**src/rtl/gic_pkg.sv**
```systemverilog
package gic_pkg;

  typedef enum logic [1:0] {
    MM_PERIOD = 2'b00,
    MM_SEMI   = 2'b01,
    MM_WIDTH  = 2'b10,
    MM_ALT    = 2'b11
  } meas_mode_e;

  // A latched count is worth storing unless it is empty in direct mode.
  function automatic logic keep_sample(input logic is_zero, input logic sync_mode);
    return sync_mode || !is_zero;
  endfunction

  // Edge that marks Gate entering its active level.
  function automatic logic gate_lead(input logic rise, input logic fall, input logic low_active);
    return low_active ? fall : rise;
  endfunction

  // Edge that marks Gate leaving its active level.
  function automatic logic gate_trail(input logic rise, input logic fall, input logic low_active);
    return low_active ? rise : fall;
  endfunction

endpackage

```
**src/rtl/gic_edge_sync.sv**
```systemverilog
module gic_edge_sync #(
  parameter int STAGES = 2
) (
  input  logic clk,
  input  logic rst,
  input  logic sync_en,
  input  logic sig_in,
  output logic lvl,
  output logic rise,
  output logic fall
);
  localparam int SW = (STAGES < 2) ? 2 : STAGES;

  logic [SW-1:0] chain;
  logic          sel;
  logic          prev;

  always_ff @(posedge clk) begin
    if (rst) chain <= '0;
    else     chain <= {chain[SW-2:0], sig_in};
  end

  assign sel = sync_en ? chain[SW-1] : sig_in;

  always_ff @(posedge clk) begin
    if (rst) prev <= 1'b0;
    else     prev <= sel;
  end

  assign lvl  = sel;
  assign rise = sel & ~prev;
  assign fall = ~sel & prev;
endmodule

```
**src/rtl/gic_interval.sv**
```systemverilog
module gic_interval
  import gic_pkg::*;
#(
  parameter int CNT_W = 32
) (
  input  logic             clk,
  input  logic             rst,
  input  logic             arm,
  input  logic [1:0]       mode,
  input  logic             gate_fall,
  input  logic             sync_en,
  input  logic             g_lvl,
  input  logic             g_rise,
  input  logic             g_fall,
  input  logic             s_edge,
  output logic             smp_push,
  output logic [CNT_W-1:0] smp_data
);
  meas_mode_e       mm;
  logic             act_lvl, lead_ev, trail_ev;
  logic             open_ev, close_ev, count_en;
  logic             started;
  logic [CNT_W-1:0] cnt;

  function automatic logic [CNT_W-1:0] restart_value(input logic inc_now, input logic width_mode);
    return (inc_now && !width_mode) ? CNT_W'(1) : '0;
  endfunction

  function automatic logic [CNT_W-1:0] bump(input logic [CNT_W-1:0] v);
    return v + CNT_W'(1);
  endfunction

  assign mm       = meas_mode_e'(mode);
  assign act_lvl  = g_lvl ^ gate_fall;
  assign lead_ev  = gate_lead(g_rise, g_fall, gate_fall);
  assign trail_ev = gate_trail(g_rise, g_fall, gate_fall);

  always_comb begin
    case (mm)
      MM_SEMI:  begin open_ev = g_rise | g_fall; close_ev = g_rise | g_fall; end
      MM_WIDTH: begin open_ev = lead_ev;         close_ev = trail_ev;        end
      default:  begin open_ev = lead_ev;         close_ev = lead_ev;         end
    endcase
    count_en = s_edge && ((mm != MM_WIDTH) || act_lvl);
  end

  always_ff @(posedge clk) begin
    if (rst || !arm) begin
      started  <= 1'b0;
      cnt      <= '0;
      smp_push <= 1'b0;
      smp_data <= '0;
    end else begin
      smp_push <= 1'b0;
      if (started && close_ev) begin
        smp_push <= keep_sample(cnt == '0, sync_en);
        smp_data <= cnt;
        cnt      <= restart_value(count_en, mm == MM_WIDTH);
      end else if (!started && open_ev) begin
        started <= 1'b1;
        cnt     <= count_en ? CNT_W'(1) : '0;
      end else if (started && count_en) begin
        cnt <= bump(cnt);
      end
    end
  end
endmodule

```
**src/rtl/gic_fifo.sv**
```systemverilog
module gic_fifo #(
  parameter int WIDTH = 32,
  parameter int DEPTH = 4
) (
  input  logic             clk,
  input  logic             rst,
  input  logic             push,
  input  logic [WIDTH-1:0] din,
  input  logic             pop_ready,
  output logic             valid,
  output logic [WIDTH-1:0] dout,
  output logic             full,
  output logic             ovf
);
  localparam int AW = (DEPTH < 2) ? 1 : $clog2(DEPTH);

  logic [WIDTH-1:0] mem [DEPTH];
  logic [AW:0]      wp, rp;
  logic             pop, wr;

  assign valid = (wp != rp);
  assign full  = (wp[AW] != rp[AW]) && (wp[AW-1:0] == rp[AW-1:0]);
  assign pop   = valid && pop_ready;
  assign wr    = push && !full;
  assign dout  = mem[rp[AW-1:0]];

  always_ff @(posedge clk) begin
    if (wr) mem[wp[AW-1:0]] <= din;
  end

  always_ff @(posedge clk) begin
    if (rst) begin
      wp  <= '0;
      rp  <= '0;
      ovf <= 1'b0;
    end else begin
      if (wr)  wp <= wp + 1'b1;
      if (pop) rp <= rp + 1'b1;
      if (push && full) ovf <= 1'b1;
    end
  end
endmodule

```
**src/rtl/gated_interval_counter.sv**
```systemverilog
module gated_interval_counter #(
  parameter int CNT_W       = 32,
  parameter int FIFO_DEPTH  = 4,
  parameter int SYNC_STAGES = 2
) (
  input  logic             clk,
  input  logic             rst,
  input  logic             arm,
  input  logic             src_in,
  input  logic             gate_in,
  input  logic [1:0]       meas_mode,
  input  logic             src_fall,
  input  logic             gate_fall,
  input  logic             sync_en,
  input  logic             out_ready,
  output logic             out_valid,
  output logic [CNT_W-1:0] out_data,
  output logic             ovf_err
);
  logic             g_lvl, g_rise, g_fall;
  logic             s_lvl, s_rise, s_fall, s_edge;
  logic             smp_push, fifo_full;
  logic [CNT_W-1:0] smp_data;

  gic_edge_sync #(.STAGES(SYNC_STAGES)) u_gate_sync (
    .clk(clk), .rst(rst), .sync_en(sync_en), .sig_in(gate_in),
    .lvl(g_lvl), .rise(g_rise), .fall(g_fall)
  );

  gic_edge_sync #(.STAGES(SYNC_STAGES)) u_src_sync (
    .clk(clk), .rst(rst), .sync_en(sync_en), .sig_in(src_in),
    .lvl(s_lvl), .rise(s_rise), .fall(s_fall)
  );

  assign s_edge = src_fall ? s_fall : s_rise;

  gic_interval #(.CNT_W(CNT_W)) u_interval (
    .clk(clk), .rst(rst), .arm(arm), .mode(meas_mode), .gate_fall(gate_fall),
    .sync_en(sync_en), .g_lvl(g_lvl), .g_rise(g_rise), .g_fall(g_fall),
    .s_edge(s_edge), .smp_push(smp_push), .smp_data(smp_data)
  );

  gic_fifo #(.WIDTH(CNT_W), .DEPTH(FIFO_DEPTH)) u_fifo (
    .clk(clk), .rst(rst), .push(smp_push), .din(smp_data),
    .pop_ready(out_ready), .valid(out_valid), .dout(out_data),
    .full(fifo_full), .ovf(ovf_err)
  );

  logic unused_lvl;
  assign unused_lvl = s_lvl;
endmodule

```
**config.mk**
```make
export PLATFORM = sky130hd
export DESIGN_NAME = gated_interval_counter
export DESIGN_NICKNAME = d
export VERILOG_FILES = /design/src/rtl/gic_pkg.sv /design/src/rtl/gic_edge_sync.sv /design/src/rtl/gic_interval.sv /design/src/rtl/gic_fifo.sv /design/src/rtl/gated_interval_counter.sv
export SDC_FILE = /design/constraint.sdc
export NUM_CORES = 1
export LEC_CHECK = 0
export BUFFER_PORTS_ARGS = -buffer_cell sky130_fd_sc_hd__buf_2
export CAP_MARGIN = 5
export CORE_MARGIN = 8
export CORE_UTILIZATION = 40
export CTS_CLUSTER_DIAMETER = 120
export CTS_CLUSTER_SIZE = 40
export DETAILED_ROUTE_END_ITERATION = 10
export GPL_ROUTABILITY_DRIVEN = 0
export SYNTH_ARGS = -nofsm -noshare
export SYNTH_HDL_FRONTEND = slang
export SYNTH_HIERARCHICAL = 1
export SYNTH_SLANG_ARGS = --single-unit
```
**constraint.sdc**
```tcl
create_clock -name clk -period 3.32 [get_ports clk]
set_clock_uncertainty 0.05 [all_clocks]
set_input_delay 0.83 -clock clk [delete_from_list [all_inputs] [get_ports clk]]
set_output_delay 0.83 -clock clk [all_outputs]
set_load 0.03 [all_outputs]
```
==> impl_results.html, run 1 <==
<table>
<tr><th>Metric</th><th>Value</th></tr>
<tr><th colspan="2">Setup path</th></tr>
<tr><td>Worst r2r dst</td><td>u_interval/cnt[23]</td></tr>
<tr><td>Highest cell delay on the worst timing path</td><td>between 0.5 and 0.6 ns</td></tr>
<tr><td>Endpoint type of the worst setup path</td><td>output pin</td></tr>
<tr><td>Setup slack of the worst register-to-register path</td><td>0.67 ns</td></tr>
<tr><td>Data required, critical path</td><td>2.44 ns</td></tr>
<tr><td>Slowest stage cell on the critical path</td><td>sky130_fd_sc_hd__mux4_2</td></tr>
<tr><td>Largest delay share family, worst path</td><td>multiplexers</td></tr>
<tr><td>Critical path data arrival time</td><td>1.86 ns</td></tr>
<tr><td>Cells along the critical path</td><td>buf_12 -&gt; mux4_2 -&gt; buf_2</td></tr>
<tr><td>Number of cells traversed by the worst register-to-register path</td><td>5</td></tr>
<tr><td>CP Buf/Inv Count</td><td>2</td></tr>
<tr><td>Worst Setup EP</td><td>out_data[0]</td></tr>
<tr><td>Startpoint class of the critical path</td><td>register</td></tr>
<tr><td>WP depth</td><td>3</td></tr>
<tr><td>Critical setup path kind</td><td>register to output pin</td></tr>
<tr><td>Worst reg2reg path startpoint</td><td>u_interval/cnt[2]</td></tr>
<tr><td>Maximum fanout along the worst path</td><td>32</td></tr>
<tr><th colspan="2">Drt</th></tr>
<tr><td>Detailed router's first-iteration violation count</td><td>377</td></tr>
<tr><td>Post-DR vias/cell</td><td>5.48</td></tr>
<tr><td>Detail-routed net length per standard cell</td><td>17.1 um</td></tr>
<tr><td>Antenna-violating nets left</td><td>0</td></tr>
<tr><td>DR vias</td><td>5401</td></tr>
<tr><td>DRC</td><td>0</td></tr>
<tr><td>Total wirelength of the detailed-routed design</td><td>16.9 mm</td></tr>
<tr><td>TritonRoute pass-1 iters</td><td>4</td></tr>
<tr><th colspan="2">Floorplan</th></tr>
<tr><td>Core region area</td><td>21600 um^2</td></tr>
<tr><td>Num ports</td><td>45</td></tr>
<tr><td>Die Outline Area</td><td>approximately 27000 um^2</td></tr>
<tr><td>Die height</td><td>roughly 160 um</td></tr>
<tr><td>Initial cell density of the core</td><td>40.2%</td></tr>
<tr><td>Row Count</td><td>between 50 and 60</td></tr>
<tr><td>Die width</td><td>163 um</td></tr>
<tr><th colspan="2">Placement</th></tr>
<tr><td>Number of buffers inserted by port buffering</td><td>44</td></tr>
<tr><td>Half-perimeter wire length after detailed placement</td><td>11.0 mm</td></tr>
<tr><td>Worst Setup Slack post-DPL</td><td>roughly 0.32 ns</td></tr>
<tr><th colspan="2">Clock network</th></tr>
<tr><td>H-tree level count</td><td>1</td></tr>
<tr><td>Total clock buffers created by CTS</td><td>9</td></tr>
<tr><td>Number of gates resized after cts</td><td>0</td></tr>
<tr><td>Clock-pin slew of the registers on the worst-case setup and hold paths</td><td>0.12 ns</td></tr>
<tr><td>Root Buffer Master</td><td>sky130_fd_sc_hd__clkbuf_16</td></tr>
<tr><td>Number of buffers inserted to repair setup after CTS</td><td>0</td></tr>
<tr><td>Count of hold buffers inserted by post-cts repair</td><td>0</td></tr>
<tr><td>Number of sinks on the clock net</td><td>209</td></tr>
<tr><td>CTS tree</td><td>done</td></tr>
<tr><td>Clock latency of the later-clocked register in the worst-skew pair</td><td>0.47 ns</td></tr>
<tr><td>Buffer depth of the longest clock path</td><td>3</td></tr>
<tr><th colspan="2">Timing</th></tr>
<tr><td>Unrepaired setup endpoints after global routing</td><td>false</td></tr>
<tr><td>Final setup fails</td><td>0</td></tr>
<tr><td>Worst-Margin Slew</td><td>0.728 ns</td></tr>
<tr><td>Setup slack of the critical path after layout</td><td>around 0.58 ns</td></tr>
<tr><td>Min Tclk post-route</td><td>between 2 and 3 ns</td></tr>
<tr><td>Highest clock rate</td><td>~360 MHz</td></tr>
<tr><td>Max_slew headroom</td><td>51.0%</td></tr>
<tr><td>Total negative slack</td><td>0 ns</td></tr>
<tr><td>Hold Violations, Final</td><td>0</td></tr>
<tr><td>Count of final max-slew check failures</td><td>0</td></tr>
<tr><td>Period utilization</td><td>82.6%</td></tr>
<tr><th colspan="2">Global route</th></tr>
<tr><td>Vias in the first global route</td><td>5467</td></tr>
<tr><td>Initial antenna violation count</td><td>0</td></tr>
<tr><td>Total global routing track utilization</td><td>roughly an eighth</td></tr>
<tr><td>Pin count of the biggest net entering global routing</td><td>42</td></tr>
<tr><td>Global-route wire length before repair</td><td>28.2 mm</td></tr>
<tr><td>Grt ovf</td><td>0</td></tr>
<tr><th colspan="2">Run status</th></tr>
<tr><td>Outcome</td><td>complete, no violations</td></tr>
<tr><th colspan="2">Logic synthesis</th></tr>
<tr><td>Gate Count Post-Synth</td><td>674</td></tr>
<tr><td>Syn_nets</td><td>694</td></tr>
<tr><td>Count of warnings emitted by yosys</td><td>6</td></tr>
<tr><td>Mean instance size in the synthesized netlist</td><td>approximately 13 um^2</td></tr>
<tr><td>Mapped Area</td><td>8650 um^2</td></tr>
<tr><th colspan="2">Finish</th></tr>
<tr><td>Ant. Diodes</td><td>0</td></tr>
<tr><td>Layout Nets</td><td>a little over 700</td></tr>
<tr><td>Fraction of final layout cells sized beyond drive strength 1</td><td>17.0%</td></tr>
<tr><td>Area grow syn2layout</td><td>8.50%</td></tr>
<tr><td>Filler Cell Count</td><td>about 1.9k</td></tr>
<tr><th colspan="2">Pwr</th></tr>
<tr><td>Static Leak</td><td>2.82 nW</td></tr>
<tr><td>Internal power contribution</td><td>3.39 mW</td></tr>
<tr><td>Power per unit of standard cell area</td><td>~470 nW/um^2</td></tr>
<tr><td>Net switching share of the total power</td><td>22.3%</td></tr>
<tr><td>IR Drop Worst-Case VDD</td><td>between 0.2 and 0.3 mV</td></tr>
<tr><td>Proportion of power drawn by combinational gates</td><td>7.3%</td></tr>
<tr><td>Switching power of the nets</td><td>roughly 0.98 mW</td></tr>
<tr><td>Register share of total power</td><td>62.8%</td></tr>
<tr><td>Clock network fraction of total power</td><td>roughly 30%</td></tr>
<tr><th colspan="2">Min path</th></tr>
<tr><td>Worst Min Path Start</td><td>u_gate_sync/chain[0]</td></tr>
<tr><td>Worst min-delay path category</td><td>register to register</td></tr>
<tr><th colspan="2">Run</th></tr>
<tr><td>Max-cap violation count</td><td>0</td></tr>
</table>
metal layers:
metal	up-vias	track usage, %	share of wire, %
met5	-	0	0
met4	0	3.29	1.3
met3	19	1.61	3.9
met2	110	21.6	49
met1	2691	17.5	46
li1	2581	-	-
power groups by stage:
stage | Sequential (mW) | Clock, mW | Combinational, mW
floorplan | 2.80 | 0 | 0.246
global placement | 2.80 | 0 | 0.322
detailed placement | 2.81 | 0 | 0.325
CTS | 2.75 | 1.35 | 0.326
global route | 2.75 | 1.44 | 0.350
finish | 2.75 | 1.31 | 0.318
worst register-to-register path, stage by stage (launching register included):
cell and delay, ns:
sky130_fd_sc_hd__dfxtp_1 0.51, sky130_fd_sc_hd__nand4_2 0.25, sky130_fd_sc_hd__or4_1 0.69, sky130_fd_sc_hd__or4_4 0.61, sky130_fd_sc_hd__and3_4 0.20, sky130_fd_sc_hd__a211o_1 0.25
worst min path at each step:
stage / to / slack, ns / depth (start not counted)
floorplan: u_gate_sync/chain[1] / 0.36 / 1
global placement: u_gate_sync/chain[1] / 0.37 / 1
detailed placement: u_src_sync/chain[1] / 0.38 / 1
CTS: u_gate_sync/chain[1] / 0.41 / 1
global route: u_gate_sync/chain[1] / 0.42 / 1
finish: u_gate_sync/chain[1] / 0.41 / 1
through the flow:
stage	hold slack [ns]	cell area, um^2	power [mW]	instances	utilization (%)
floorplan	0.364	8650	3.05	674	-
global placement	0.375	9130	3.13	972	42.3
detailed placement	0.383	9130	3.13	972	42.3
CTS	0.410	9390	4.43	985	43.6
global route	0.422	9390	4.54	985	43.6
finish	0.408	9390	4.37	985	43.6
area by class of cell:
class	instances	area, um^2	area share [%]
flip-flops and latches	209	5470	58.2
multi-input cells	408	2900	30.9
repair buffers	60	353	3.76
well taps	280	350	3.73
clock buffers	11	233	2.48
inverters	15	56.3	0.600
clock inverters	2	32.5	0.346
registers in the layout (all words and copies together), names as in the netlist, named ones only:
| name | cells |
|---|---|
| u_fifo/mem | 128 |
| u_interval/cnt | 32 |
| u_interval/started | 1 |
| u_fifo/wp | 3 |
| u_gate_sync/prev | 1 |
| u_src_sync/chain | 2 |
| u_src_sync/prev | 1 |
| u_interval/smp_push | 1 |
| u_fifo/rp | 3 |
| u_interval/smp_data | 32 |
| u_fifo/ovf | 1 |
| u_gate_sync/chain | 2 |
cell usage in the layout, fill, tap and decap left out, types with 4 or more instances in the layout:
cell type / n
sky130_fd_sc_hd__o21ai_0: 14
sky130_fd_sc_hd__o21ai_1: 9
sky130_fd_sc_hd__and3_1: 10
sky130_fd_sc_hd__edfxtp_1: 128
sky130_fd_sc_hd__nand3_1: 22
sky130_fd_sc_hd__nand2_1: 89
sky130_fd_sc_hd__buf_2: 44
sky130_fd_sc_hd__xnor2_1: 5
sky130_fd_sc_hd__xor2_1: 9
sky130_fd_sc_hd__mux4_2: 32
sky130_fd_sc_hd__inv_1: 15
sky130_fd_sc_hd__a21oi_1: 50
sky130_fd_sc_hd__dfxtp_1: 80
sky130_fd_sc_hd__and2_1: 4
sky130_fd_sc_hd__nand4_1: 22
sky130_fd_sc_hd__nor2b_1: 8
sky130_fd_sc_hd__nor3b_1: 4
sky130_fd_sc_hd__nor2_1: 29
sky130_fd_sc_hd__nor4_1: 17
sky130_fd_sc_hd__ha_1: 9
sky130_fd_sc_hd__clkbuf_16: 9
sky130_fd_sc_hd__a211o_1: 9
sky130_fd_sc_hd__o211ai_1: 5
sky130_fd_sc_hd__nor3_1: 11
sky130_fd_sc_hd__buf_4: 15
Note: power is estimated with default switching activity, not from simulation.
==> run 2: changes to the inputs <==
- ABC_AREA: unset -> 1
- clock period: 3.32 -> 2.4 ns (I/O delays scaled with it)
==> run 2 against run 1 <==
Clock-buffer cell count rose by 1. Worst hold slack got worse by 0.099 ns. Core utilization rose by 2.5 points. Clock power is 37% higher. Sequential power increased by 39%. Via count grew 24%. Worst setup slack lost 0.52 ns. Non-clock buffer count is 16 higher. Sequential cell count unchanged. Wire length rose by 23%. Register-to-register slack lost 0.13 ns. Critical path type unchanged.
==> impl_results.html, run 2 <==
<table>
<tr><th>Metric</th><th>Value</th></tr>
<tr><th colspan="2">Timing</th></tr>
<tr><td>Min Tclk post-route</td><td>2.34 ns</td></tr>
<tr><td>Worst-Margin Slew</td><td>0.489 ns (was 0.728 ns)</td></tr>
<tr><td>Setup slack of the critical path after layout</td><td>0.0555 ns (was 0.578 ns)</td></tr>
<tr><td>Count of final max-slew check failures</td><td>0 (unchanged)</td></tr>
<tr><td>Hold Violations, Final</td><td>0 (unchanged)</td></tr>
<tr><td>Highest clock rate</td><td>427 MHz</td></tr>
<tr><td>Max_slew headroom</td><td>67.1% (was 51.0%)</td></tr>
<tr><td>Period utilization</td><td>97.7%</td></tr>
<tr><td>Worst Hold Margin</td><td>0.309 ns (was 0.408 ns)</td></tr>
<tr><td>Final setup fails</td><td>0 (unchanged)</td></tr>
<tr><td>Unrepaired setup endpoints after global routing</td><td>true (was false)</td></tr>
<tr><th colspan="2">Clock network</th></tr>
<tr><td>Clock latency of the later-clocked register in the worst-skew pair</td><td>0.47 ns (about the same)</td></tr>
<tr><td>Buffer depth of the longest clock path</td><td>3 (unchanged)</td></tr>
<tr><td>Count of hold buffers inserted by post-cts repair</td><td>0 (unchanged)</td></tr>
<tr><td>CTS tree</td><td>done (unchanged)</td></tr>
<tr><td>Number of sinks on the clock net</td><td>209 (unchanged)</td></tr>
<tr><td>H-tree level count</td><td>1 (unchanged)</td></tr>
<tr><td>Clock-pin slew of the registers on the worst-case setup and hold paths</td><td>0.14 ns (was 0.12 ns)</td></tr>
<tr><td>Root Buffer Master</td><td>sky130_fd_sc_hd__clkbuf_16 (unchanged)</td></tr>
<tr><td>Total clock buffers created by CTS</td><td>9 (unchanged)</td></tr>
<tr><th colspan="2">Floorplan</th></tr>
<tr><td>Num ports</td><td>45 (unchanged)</td></tr>
<tr><td>Row Count</td><td>55 (was 54)</td></tr>
<tr><td>Initial cell density of the core</td><td>40.5% (was 40.2%)</td></tr>
<tr><td>Die height</td><td>167 um (was 163 um)</td></tr>
<tr><td>Die width</td><td>167 um (was 163 um)</td></tr>
<tr><td>Die Outline Area</td><td>27800 um^2 (was 26600 um^2)</td></tr>
<tr><td>Core region area</td><td>22500 um^2 (was 21600 um^2)</td></tr>
<tr><th colspan="2">Finish</th></tr>
<tr><td>Ant. Diodes</td><td>0 (unchanged)</td></tr>
<tr><td>Layout Nets</td><td>1045 (was 723)</td></tr>
<tr><td>Fraction of final layout cells sized beyond drive strength 1</td><td>14.6% (was 17.0%)</td></tr>
<tr><td>Cell Count, Final, Fillers Out</td><td>1312 (was 985)</td></tr>
<tr><td>Most frequent cells in the layout</td><td>168 x sky130_fd_sc_hd__nand2_1, 158 x sky130_fd_sc_hd__nor2_1, 128 x sky130_fd_sc_hd__edfxtp_1 (was 128 x sky130_fd_sc_hd__edfxtp_1, 89 x sky130_fd_sc_hd__nand2_1, 80 x sky130_fd_sc_hd__dfxtp_1)</td></tr>
<tr><td>Area grow syn2layout</td><td>13.8% (was 8.50%)</td></tr>
<tr><td>Filler Cell Count</td><td>2099 (was 1923)</td></tr>
<tr><td>Commonest non-fill, non-tap cell in the layout</td><td>sky130_fd_sc_hd__nand2_1 (was sky130_fd_sc_hd__edfxtp_1)</td></tr>
<tr><td>Flip-flop count of the largest register, all copies and words added</td><td>128 (unchanged)</td></tr>
<tr><th colspan="2">Setup path</th></tr>
<tr><td>Cells along the critical path</td><td>buf_12 -&gt; clkinv_8 -&gt; clkbuf_16 -&gt; o21ai_1 -&gt; o22ai_1 -&gt; buf_4 (was buf_12 -&gt; mux4_2 -&gt; buf_2)</td></tr>
<tr><td>Critical setup path kind</td><td>register to output pin (unchanged)</td></tr>
<tr><td>Maximum fanout along the worst path</td><td>15 (was 32)</td></tr>
<tr><td>Endpoint type of the worst setup path</td><td>output pin (unchanged)</td></tr>
<tr><td>Slowest stage cell on the critical path</td><td>sky130_fd_sc_hd__dfxtp_4 (was sky130_fd_sc_hd__mux4_2)</td></tr>
<tr><td>Highest cell delay on the worst timing path</td><td>0.39 ns (was 0.55 ns)</td></tr>
<tr><td>Startpoint class of the critical path</td><td>register (unchanged)</td></tr>
<tr><td>Critical path data arrival time</td><td>1.69 ns (was 1.86 ns)</td></tr>
<tr><td>CP Buf/Inv Count</td><td>4 (was 2)</td></tr>
<tr><td>Data required, critical path</td><td>1.75 ns (was 2.44 ns)</td></tr>
<tr><td>Largest delay share family, worst path</td><td>buffers and inverters (was multiplexers)</td></tr>
<tr><th colspan="2">Global route</th></tr>
<tr><td>Vias in the first global route</td><td>6273 (was 5467)</td></tr>
<tr><td>Global-route wire length before repair</td><td>32.4 mm (was 28.2 mm)</td></tr>
<tr><td>Initial antenna violation count</td><td>0 (unchanged)</td></tr>
<tr><td>Pin count of the biggest net entering global routing</td><td>42 (unchanged)</td></tr>
<tr><td>Total global routing track utilization</td><td>14.1% (was 12.9%)</td></tr>
<tr><td>Grt ovf</td><td>0 (unchanged)</td></tr>
<tr><th colspan="2">Placement</th></tr>
<tr><td>Number of placed instances with taps included</td><td>1292 (was 972)</td></tr>
<tr><td>Worst Setup Slack post-DPL</td><td>0.114 ns (was 0.322 ns)</td></tr>
<tr><td>Number of buffers inserted by port buffering</td><td>44 (unchanged)</td></tr>
<tr><td>Half-perimeter wire length after detailed placement</td><td>13.5 mm (was 11.0 mm)</td></tr>
<tr><th colspan="2">Logic synthesis</th></tr>
<tr><td>Number of synthesized flops with an enable pin</td><td>128</td></tr>
<tr><td>Register bit total from synthesis</td><td>209</td></tr>
<tr><td>Ranking of synthesized cells by instance count</td><td>168 x sky130_fd_sc_hd__nand2_1, 163 x sky130_fd_sc_hd__nor2_1, 128 x sky130_fd_sc_hd__edfxtp_1</td></tr>
<tr><td>Largest family of logic cells by synthesized area</td><td>simple AND/OR/NAND/NOR gates</td></tr>
<tr><td>Sequential element share of the synthesized area</td><td>60.0%</td></tr>
<tr><td>Mapped Area</td><td>9110 um^2 (was 8650 um^2)</td></tr>
<tr><td>Syn_nets</td><td>995 (was 694)</td></tr>
<tr><td>Top cells by area, synth</td><td>sky130_fd_sc_hd__edfxtp_1 42%, sky130_fd_sc_hd__dfxtp_1 18%, sky130_fd_sc_hd__nand2_1 6.9%</td></tr>
<tr><td>Most instantiated library cell after synthesis</td><td>sky130_fd_sc_hd__nand2_1</td></tr>
<tr><td>Yosys cell types</td><td>36</td></tr>
<tr><td>Gate Count Post-Synth</td><td>975 (was 674)</td></tr>
<tr><td>Post-synthesis async set-or-reset flop share</td><td>0%</td></tr>
<tr><td>Post-synthesis share of cell area spent on and, or, nand and nor gates</td><td>21.3%</td></tr>
<tr><td>Commonest register cell after synthesis</td><td>sky130_fd_sc_hd__edfxtp_1</td></tr>
<tr><td>Compound-Gate Fraction of Synth Area</td><td>11.2%</td></tr>
<tr><td>Library cell with the largest summed area after synthesis</td><td>sky130_fd_sc_hd__edfxtp_1</td></tr>
<tr><td>Share of synthesized area spent on multiplexers</td><td>0%</td></tr>
<tr><td>Area share of xor/xnor cells in the synthesized design</td><td>less than 1%</td></tr>
<tr><td>Fraction of post-synthesis cell area in the top cell type by area</td><td>42.2%</td></tr>
<tr><td>Adder-cell area share of the yosys netlist</td><td>1.24%</td></tr>
<tr><td>Count of warnings emitted by yosys</td><td>6 (unchanged)</td></tr>
<tr><td>Mean instance size in the synthesized netlist</td><td>9.34 um^2 (was 12.8 um^2)</td></tr>
<tr><th colspan="2">Pwr</th></tr>
<tr><td>Static Leak</td><td>3.46 nW (was 2.82 nW)</td></tr>
<tr><td>Power per unit of standard cell area</td><td>637 nW/um^2 (was 466 nW/um^2)</td></tr>
<tr><td>IR Drop Worst-Case VDD</td><td>0.430 mV (was 0.283 mV)</td></tr>
<tr><th colspan="2">Drt</th></tr>
<tr><td>DR vias</td><td>6692 (was 5401)</td></tr>
<tr><td>Antenna-violating nets left</td><td>0 (unchanged)</td></tr>
<tr><td>TritonRoute pass-1 iters</td><td>5 (was 4)</td></tr>
<tr><td>Post-DR vias/cell</td><td>5.10 (was 5.48)</td></tr>
<tr><td>Total wirelength of the detailed-routed design</td><td>20.8 mm (was 16.9 mm)</td></tr>
<tr><td>Detailed router's first-iteration violation count</td><td>438 (was 377)</td></tr>
<tr><td>DRC</td><td>0 (unchanged)</td></tr>
<tr><td>Detail-routed net length per standard cell</td><td>15.8 um (was 17.1 um)</td></tr>
<tr><th colspan="2">Run</th></tr>
<tr><td>Max-cap violation count</td><td>0 (unchanged)</td></tr>
<tr><th colspan="2">Min path</th></tr>
<tr><td>Worst min-delay path category</td><td>input pin to register (was register to register)</td></tr>
<tr><th colspan="2">Run status</th></tr>
<tr><td>Outcome</td><td>complete, no violations (unchanged)</td></tr>
</table>
-- run 2: cell type report --
cell class	instances	area [um^2]	area share [%]
Clock inverter	1	30.0	0.290
Sequential cell	209	5470	52.8
Clock buffer	12	236	2.28
Inverter	94	368	3.55
Timing Repair Buffer	76	766	7.39
Multi-Input combinational cell	635	3140	30.3
Tap cell	285	357	3.44
-- run 2: path summary, 6_finish.rpt --
check,start,end,slack (ns),cells after the start
min,src_in,u_src_sync/chain[0],0.31,3
max reg2reg,u_fifo/wp[0],u_fifo/mem[1][30],0.54,7
min reg2reg,u_gate_sync/chain[0],u_gate_sync/chain[1],0.36,2
max,register,out_data[9],0.06,6
-- run 2: worst reg2reg max path, cell delays in order, from the launching register on --
cell and delay, ns:
sky130_fd_sc_hd__dfxtp_1 0.49, sky130_fd_sc_hd__inv_2 0.08, sky130_fd_sc_hd__nand2_1 0.11, sky130_fd_sc_hd__nand2_4 0.09, sky130_fd_sc_hd__nand3_4 0.11, sky130_fd_sc_hd__nand2_1 0.13
sky130_fd_sc_hd__nor2_2 0.13, sky130_fd_sc_hd__buf_4 0.34
-- run 2: cell families (layout without fill, tap and decap cells) --
| family | count (synthesis) | in the layout |
|---|---|---|
| compound gates | 189 | 189 |
| xor+xnor | 1 | 1 |
| fa+ha+maj | 9 | 9 |
| buf+inv | 131 | 183 |
| flops | 209 | 209 |
| simple gates | 436 | 436 |
-- run 2: where the power goes --
part | switching, mW | internal, mW
registers | 0.0299 | 3.80
logic | 0.617 | 0.353
clock network | 1.07 | 0.728
-- run 2: per-stage QoR --
stage	util, %	power (mW)	setup TNS, ns	instance area (um^2)
after floorplan	-	4.47	-25.14	9110
after global placement	43.6	4.72	0	9800
after detailed placement	43.6	4.73	0	9800
after CTS	45.0	6.54	-0.0119	10100
after global routing	46.1	6.88	-0.177	10400
final	46.1	6.60	0	10400
-- run 2: what timing repair did --
action,CTS,global route
gates resized for setup,17,77
pin swaps,1,7
gates cloned,0,3
setup endpoints to repair,32,26
setup buffers,1,3
-- run 2: layer usage --
| metal | GRT usage [%] | wire length (um) |
|---|---|---|
| met5 | 0 | 0 |
| met4 | 2.98 | 268 |
| met3 | 2.46 | 1070 |
| met2 | 24.4 | 9790 |
| met1 | 18.2 | 9630 |
